<file path="src/rtl/ais_irq_pkg.sv">
package ais_irq_pkg;

    // Register addresses on the byte-wide bus
    localparam logic [15:0] ADR_CTRL   = 16'h0B00;
    localparam logic [15:0] ADR_BLK_EN = 16'h0B01;
    localparam logic [15:0] ADR_STATUS = 16'h0B02;
    localparam logic [15:0] ADR_ALM_EN = 16'h0B03;

    // Bit positions inside the registers
    localparam int BIT_RUR     = 0;  // control: clear-on-read select
    localparam int BIT_BLK_EN  = 1;  // block enable
    localparam int BIT_LIVE    = 0;  // status: live level
    localparam int BIT_CHANGE  = 1;  // status: sticky change
    localparam int BIT_ALM_EN  = 1;  // alarm enable

    typedef enum logic [0:0] {
        ST_QUIET   = 1'b0,
        ST_PENDING = 1'b1
    } sticky_state_e;

    typedef enum logic [1:0] {
        T_HOLD  = 2'd0,
        T_SET   = 2'd1,
        T_CLEAR = 2'd2
    } sticky_trans_e;

endpackage

</file>
<file path="src/rtl/ais_edge_track.sv">
module ais_edge_track #(
    parameter int STAGES = 1
) (
    input  logic clk,
    input  logic rst_n,
    input  logic level_i,
    input  logic det_en_i,
    output logic level_o,
    output logic change_o
);

    logic [STAGES-1:0] stage_q;
    logic              prev_q;

    generate
        if (STAGES == 1) begin : g_single
            always_ff @(posedge clk) begin
                if (!rst_n) stage_q <= '0;
                else        stage_q <= level_i;
            end
        end else begin : g_chain
            always_ff @(posedge clk) begin
                if (!rst_n) stage_q <= '0;
                else        stage_q <= {stage_q[STAGES-2:0], level_i};
            end
        end
    endgenerate

    always_ff @(posedge clk) begin
        if (!rst_n) prev_q <= 1'b0;
        else        prev_q <= stage_q[STAGES-1];
    end

    assign level_o  = stage_q[STAGES-1];
    assign change_o = det_en_i & (stage_q[STAGES-1] ^ prev_q);

endmodule

</file>
<file path="src/rtl/ais_sticky_fsm.sv">
module ais_sticky_fsm
    import ais_irq_pkg::*;
(
    input  logic clk,
    input  logic rst_n,
    input  logic set_i,
    input  logic clear_i,
    output logic pend_o
);

    sticky_state_e state_q, state_d;
    sticky_trans_e trans;

    // transition select: a set always beats a clear
    always_comb begin
        if (set_i)        trans = T_SET;
        else if (clear_i) trans = T_CLEAR;
        else              trans = T_HOLD;
    end

    always_comb begin
        state_d = state_q;
        unique case (state_q)
            ST_QUIET: begin
                if (trans == T_SET) state_d = ST_PENDING;
            end
            ST_PENDING: begin
                if (trans == T_CLEAR) state_d = ST_QUIET;
            end
            default: state_d = ST_QUIET;
        endcase
    end

    always_ff @(posedge clk) begin
        if (!rst_n) state_q <= ST_QUIET;
        else        state_q <= state_d;
    end

    always_comb begin
        pend_o = (state_q == ST_PENDING);
    end

endmodule

</file>
<file path="src/rtl/ais_regfile.sv">
module ais_regfile
    import ais_irq_pkg::*;
#(
    parameter int ADDR_W = 16,
    parameter int DATA_W = 8
) (
    input  logic              clk,
    input  logic              rst_n,
    input  logic [ADDR_W-1:0] addr_i,
    input  logic              rd_i,
    input  logic              wr_i,
    input  logic [DATA_W-1:0] wdata_i,
    input  logic              pend_i,
    input  logic              level_i,
    output logic [DATA_W-1:0] rdata_o,
    output logic              rur_o,
    output logic              blk_en_o,
    output logic              alm_en_o,
    output logic              clear_o
);

    logic rur_q, blk_q, alm_q;
    logic hit_ctrl, hit_blk, hit_stat, hit_alm;
    logic wdata_unused;

    assign hit_ctrl = (addr_i == ADDR_W'(ADR_CTRL));
    assign hit_blk  = (addr_i == ADDR_W'(ADR_BLK_EN));
    assign hit_stat = (addr_i == ADDR_W'(ADR_STATUS));
    assign hit_alm  = (addr_i == ADDR_W'(ADR_ALM_EN));

    assign wdata_unused = ^wdata_i;

    always_ff @(posedge clk) begin
        if (!rst_n) begin
            rur_q <= 1'b0;
            blk_q <= 1'b0;
            alm_q <= 1'b0;
        end else if (wr_i) begin
            if (hit_ctrl) rur_q <= wdata_i[BIT_RUR];
            if (hit_blk)  blk_q <= wdata_i[BIT_BLK_EN];
            if (hit_alm)  alm_q <= wdata_i[BIT_ALM_EN];
        end
    end

    // clear request for the sticky bit, mode-dependent
    always_comb begin
        if (rur_q) clear_o = rd_i & hit_stat;
        else       clear_o = wr_i & hit_stat & wdata_i[BIT_CHANGE];
    end

    always_comb begin
        rdata_o = '0;
        if (rd_i) begin
            if (hit_ctrl) rdata_o[BIT_RUR]    = rur_q;
            if (hit_blk)  rdata_o[BIT_BLK_EN] = blk_q;
            if (hit_alm)  rdata_o[BIT_ALM_EN] = alm_q;
            if (hit_stat) begin
                rdata_o[BIT_LIVE]   = level_i;
                rdata_o[BIT_CHANGE] = pend_i;
            end
        end
    end

    assign rur_o    = rur_q;
    assign blk_en_o = blk_q;
    assign alm_en_o = alm_q;

endmodule

</file>
<file path="src/rtl/ais_irq_ctrl.sv">
module ais_irq_ctrl #(
    parameter int ADDR_W      = 16,
    parameter int DATA_W      = 8,
    parameter int SYNC_STAGES = 1
) (
    input  logic              clk,
    input  logic              rst_n,
    input  logic              ais_level_i,
    input  logic              det_en_i,
    input  logic [ADDR_W-1:0] bus_addr_i,
    input  logic              bus_rd_i,
    input  logic              bus_wr_i,
    input  logic [DATA_W-1:0] bus_wdata_i,
    output logic [DATA_W-1:0] bus_rdata_o,
    output logic              irq_o
);

    logic lvl_live;
    logic chg_pulse;
    logic clr_req;
    logic pend;
    logic rur_mode;
    logic blk_en;
    logic alm_en;

    ais_edge_track #(
        .STAGES(SYNC_STAGES)
    ) u_edge (
        .clk     (clk),
        .rst_n   (rst_n),
        .level_i (ais_level_i),
        .det_en_i(det_en_i),
        .level_o (lvl_live),
        .change_o(chg_pulse)
    );

    ais_sticky_fsm u_sticky (
        .clk    (clk),
        .rst_n  (rst_n),
        .set_i  (chg_pulse),
        .clear_i(clr_req),
        .pend_o (pend)
    );

    ais_regfile #(
        .ADDR_W(ADDR_W),
        .DATA_W(DATA_W)
    ) u_regs (
        .clk     (clk),
        .rst_n   (rst_n),
        .addr_i  (bus_addr_i),
        .rd_i    (bus_rd_i),
        .wr_i    (bus_wr_i),
        .wdata_i (bus_wdata_i),
        .pend_i  (pend),
        .level_i (lvl_live),
        .rdata_o (bus_rdata_o),
        .rur_o   (rur_mode),
        .blk_en_o(blk_en),
        .alm_en_o(alm_en),
        .clear_o (clr_req)
    );

    assign irq_o = pend & alm_en & blk_en;

endmodule

</file>
<file path="config.mk">
export PLATFORM = sky130hd
export DESIGN_NAME = ais_irq_ctrl
export DESIGN_NICKNAME = d
export VERILOG_FILES = /design/src/rtl/ais_irq_pkg.sv /design/src/rtl/ais_edge_track.sv /design/src/rtl/ais_sticky_fsm.sv /design/src/rtl/ais_regfile.sv /design/src/rtl/ais_irq_ctrl.sv
export SDC_FILE = /design/constraint.sdc
export NUM_CORES = 1
export LEC_CHECK = 0
export CORE_MARGIN = 4
export CORE_UTILIZATION = 33
export CTS_CLUSTER_DIAMETER = 120
export CTS_CLUSTER_SIZE = 24
export DETAILED_ROUTE_END_ITERATION = 16
export PLACE_DENSITY = 0.93
export SLEW_MARGIN = 20
export SYNTH_ARGS = -nofsm -noshare
export SYNTH_HDL_FRONTEND = slang
export SYNTH_HIERARCHICAL = 1
export SYNTH_SLANG_ARGS = --single-unit
</file>
<file path="constraint.sdc">
create_clock -name clk -period 6.1 [get_ports clk]
set_clock_uncertainty 0.15 [all_clocks]
set_input_delay 1.83 -clock clk [delete_from_list [all_inputs] [get_ports clk]]
set_output_delay 1.83 -clock clk [all_outputs]
set_load 0.05 [all_outputs]
</file>
### Word level (Yosys, flattened, before mapping)

Index checks and enable logic that the tools add are counted.

| word-level totals | value |
|---|---|
| register bits after elaboration | 6 |
| latch bits | 0 |
| bits in writable memories | 0 |
| ROM bits | 0 |
| output and inout bits | 9 |
| logic and storage cells | 34 |
| memories kept | 0 |

| operators by class | value |
|---|---|
| add/subtract/negate cells | 0 |
| multiply operators | 0 |
| divide/modulo/power cells | 0 |
| order comparisons | 0 |
| equality and inequality tests | 6 |
| shift operators | 0 |
| muxes and demuxes | 11 |
| bitwise logic cells | 8 |
| reduce and logical (&&, ||, !) cells | 3 |

Operators with widths:

| kind | number |
|---|---|
| == test 16 x 12 -> 1 bit, second input constant | 4 |
| 2-to-1 mux 2 bit | 4 |
| AND 1 bit | 6 |
| 2-to-1 mux 1 bit | 6 |
| AND reduction 2 bit | 3 |
| == test 2 x 1 -> 1 bit, second input constant | 1 |
| == test 2 bit, second input constant | 1 |
| case mux 1 bit (2 select lines) | 1 |
| inverter 1 bit | 1 |
| XOR 1 bit | 1 |

### Longest topological paths before layout

| depth | value |
|---|---|
| depth in word-level cells | 9 |
| depth in mapped cells | 5 |
| mapped depth without buffers | 5 |

### Modules after synthesis

The synthesis kept the hierarchy.

By module, submodules not included:

| module | times used | cells each | area each (um^2) | seq. area each (um^2) |
|---|---|---|---|---|
| ais_regfile | 1 | 38 | 352.8 | 60.1 |
| ais_edge_track | 1 | 6 | 68.8 | 40.0 |
| ais_sticky_fsm | 1 | 3 | 41.3 | 20.0 |
| ais_irq_ctrl | 1 | 1 | 6.3 | 0.0 |

### Worst setup path before layout

Ideal clock, no wire load.

| timing path | value |
|---|---|
| kind | input to output |
| start | input port bus_addr_i[10] |
| end | output port bus_rdata_o[1] |
| arrival time | 2.922 ns |
| data required time | 4.120 ns |
| slack | 1.198 ns |
| stages on the path | 4 |
| buffers on the path | 0 |
| cells stage by stage | nor4b_4 and4_1 and3_1 o21a_1 |

| between the ends | value |
|---|---|
| word-level cells in the longest chain between the ends | 5 |
| elaborated cells between the ends (all ways) | 7 |
| those cells by class | eq/ne: 3; mux: 4 |

RTL lines:

| element | RTL line | source |
|---|---|---|
| from (decl) | ais_irq_ctrl.sv:10 | `input logic [ADDR_W-1:0] bus_addr_i,` |
| == test 16 x 12 -> 1 bit | ais_regfile.sv:27 | `assign hit_blk = (addr_i == ADDR_W'(ADR_BLK_EN));` |
| 2-to-1 mux 1 bit | ais_regfile.sv:55 | `if (hit_blk) rdata_o[BIT_BLK_EN] = blk_q;` |
| 2-to-1 mux 1 bit | ais_regfile.sv:56 | `if (hit_alm) rdata_o[BIT_ALM_EN] = alm_q;` |
| 2-to-1 mux 2 bit (*) | ais_regfile.sv:57 | `if (hit_stat) begin` |
| 2-to-1 mux 2 bit (*) | ais_regfile.sv:53 | `if (rd_i) begin` |
| to (decl) | ais_irq_ctrl.sv:14 | `output logic [DATA_W-1:0] bus_rdata_o,` |

Mark *: on every way between the ends. The rest lies on a longest branch, timed or not.

### Worst setup path in the final report

| timing path | value |
|---|---|
| start | input port bus_addr_i[12] |
| end | output port bus_rdata_o[1] |

Same word-level chain as after synthesis.

==> run metrics <==
initial DRC count 7; top_reg_cell synth dfxtp_1; post-detailed-route wirelength per cell 13.6 um; Highest Clock Rate between 150 and 200 MHz; Static Leak about 0.31 nW; Max rail drop VDD between 0.0001 and 0.00015 V; number of hold buffers added after cts 0; critical path's slowest cell clkdlybuf4s50_1; vias in the first global route about 460; fraction of layout cells with a size suffix above 1 roughly 17%; worst hold path depth 2; post-layout minimum cycle time between 5 and 6 ns; area added between synthesis and finish 57.6%; Tightest Pin Transition about 0.5 ns; Nets between 100 and 150; count of standard-cell rows 13; hold violation total from the final report 0; CTS clock-pin slew for the worst setup and hold paths around 0.05 ns; average via count per standard cell slightly above 5; width of the chip approximately 46 um; count of H-tree levels built during CTS 1; half-perimeter wire length after detailed placement 993 um; input/output buffers 26; initial core utilization 35.6%; crit end category output pin; area of the die about 2100 sq um; total of endpoints with negative setup slack in the final report 0; Worst path max stage delay roughly 0.46 ns; summed instance area of the synthesized netlist ~470 sq um; DRC violation count after routing 0; Filler cells 117; clock tree from TritonCTS yes; worst path cell trace clkdlybuf4s50_1 > nor4_4 > and4_1 > and3_1 > o21a_1 > buf_4; number of vias after detailed routing roughly 470; setup tns final 0 ns; library cell with the highest instance count after synthesis nand2_1; share of synthesized flip-flops with an asynchronous set or reset 0%; most used standard cells in the synthesized netlist 7 x nand2_1, 6 x buf_4, 6 x dfxtp_1; cell type with the largest total area after synthesis dfxtp_1; number of post-CTS setup repair buffers 0; number of I/O pins 39; wire length of the first global-routing pass 1.75 mm; critical path startpoint category primary input; antenna violations before repair 0; number of storage elements in the synthesis netlist 6; clk sinks 6; arrival time of data at the critical path endpoint 3.43 ns; depth of the worst register-to-register path 5; wire length after detailed routing 1.24 mm; Tot GR Track Use around an eighth; sequential share of the synthesized area 25.6%; reported max-cap violation count 0; die span in y between 40 and 50 um; deepest clock path buffer count 2; post-route ant nets 0; Core Box Area between 1000 and 1500 sq um; setup repair after global routing missed its margin no; worst hold path type register to register; number of CTS-inserted buffers 3; kind of critical path primary input to output pin; Warnings, synthesis 6; Worst-Skew Late Latency 0.25 ns; power density relative to cell area 150 nW/um^2; area fraction of the dominant cell type after synthesis 25.6%; Critical Path RT roughly 4 ns; Final Core Density between 50 and 60%; status completed; Slew Limit Fails 0; Syn Area/Cell about 9.8 sq um; instance count of the mapped netlist 48; maximum number of pins on one net before global-route repair 9; detailed-router iteration count before antenna repair 4; EDFF count, synth 0; count of inserted antenna diode cells 0; worst-case headroom to the max-slew limit roughly 67%; most area-consuming cells after synthesis dfxtp_1 26%, nor4b_4 10%, buf_4 9.6%; CTS-repair resized insts 0; biggest fanout along the worst timing path 4; portion of the clock cycle consumed by the worst path in the final layout 88.7%; count of distinct cell types in the synthesized netlist 24; Clk Tree Root Cell clkbuf_4; final weighted congestion of routability-driven global placement ~0.80; total overflow reported by the global router 0
-- registers in the layout, indices dropped and copies added, names as in the netlist --
signal / cells
u_edge/level_o: 1
u_regs/blk_en_o: 1
u_regs/rur_o: 1
u_sticky/pend_o: 1
u_edge/prev_q: 1
u_regs/alm_en_o: 1
-- cells by family (layout without fill, tap and decap cells) --
logic type,count (synthesis),in the layout,share of synthesized area (%)
other,1,6,0.799
DFF,6,6,25.6
muxes,4,4,8.80
AOI/OAI and AO/OA,5,5,7.47
buffers and inverters,6,29,9.60
and+or+nand+nor,25,25,45.9
xor gates and xnor gates,1,1,1.87
-- power by group --
group,internal [mW],total [mW],switching [mW],leakage [nW]
registers,0.0405,0.0412,0.000761,0.0489
clock network,0.0223,0.0366,0.0144,0.0138
logic,0.0174,0.0330,0.0157,0.252
total,0.0801,0.111,0.0308,0.315
-- cell type report --
class | count | area (sq um) | share of cell area (%)
clock buffer | 3 | 22.5 | 3.05
tap | 15 | 18.8 | 2.54
timing repair buffer | 26 | 255 | 34.5
multi-input combinational | 41 | 323 | 43.7
sequential | 6 | 120 | 16.2
-- cell usage in the layout (no fill, tap or decap), types with 3 or more instances in the layout --
master            n
and3_1            4
clkbuf_4          3
clkdlybuf4s50_1  24
conb_1            6
dfxtp_1           6
mux2i_1           3
nand2_1           7
-- per-stage QoR --
| stage | power, mW | cells | hold WS (ns) | area (sq um) | setup slack, ns |
|---|---|---|---|---|---|
| floorplan | 0.0585 | 53 | 0.293 | 488 | 1.20 |
| global placement | 0.0740 | 88 | 0.314 | 717 | 0.772 |
| detailed placement | 0.0747 | 88 | 0.348 | 717 | 0.731 |
| CTS | 0.112 | 91 | 0.355 | 739 | 0.700 |
| global route | 0.117 | 91 | 0.383 | 739 | 0.627 |
| finish | 0.111 | 91 | 0.357 | 739 | 0.692 |
-- layer usage --
metal / up-vias / GRT usage (%) / share of wire (%)
li1: 219 / - / -
met1: 210 / 10.1 / 33
met2: 35 / 20.6 / 52
met3: 4 / 6.72 / 12
met4: 0 / 10.2 / 2.3
met5: - / 0 / 0
-- worst paths after layout --
| path | from | slack, ns | to |
|---|---|---|---|
| worst max-delay path | bus_addr_i[12] | 0.69 | bus_rdata_o[1] |
| worst min-delay path | u_regs/blk_en_o | 0.36 | u_regs/blk_en_o |
| worst min register to register | u_regs/blk_en_o | 0.36 | u_regs/blk_en_o |
| worst max register to register | u_regs/rur_o | 4.90 | u_sticky/pend_o |
-- worst max-delay path: cells and delay by family --
family / cells / cell delay, ns
simple gates: 3 / 0.81
buf+inv: 2 / 0.65
compound gates: 1 / 0.13
No activity file was read; power rests on OpenSTA's default activity.
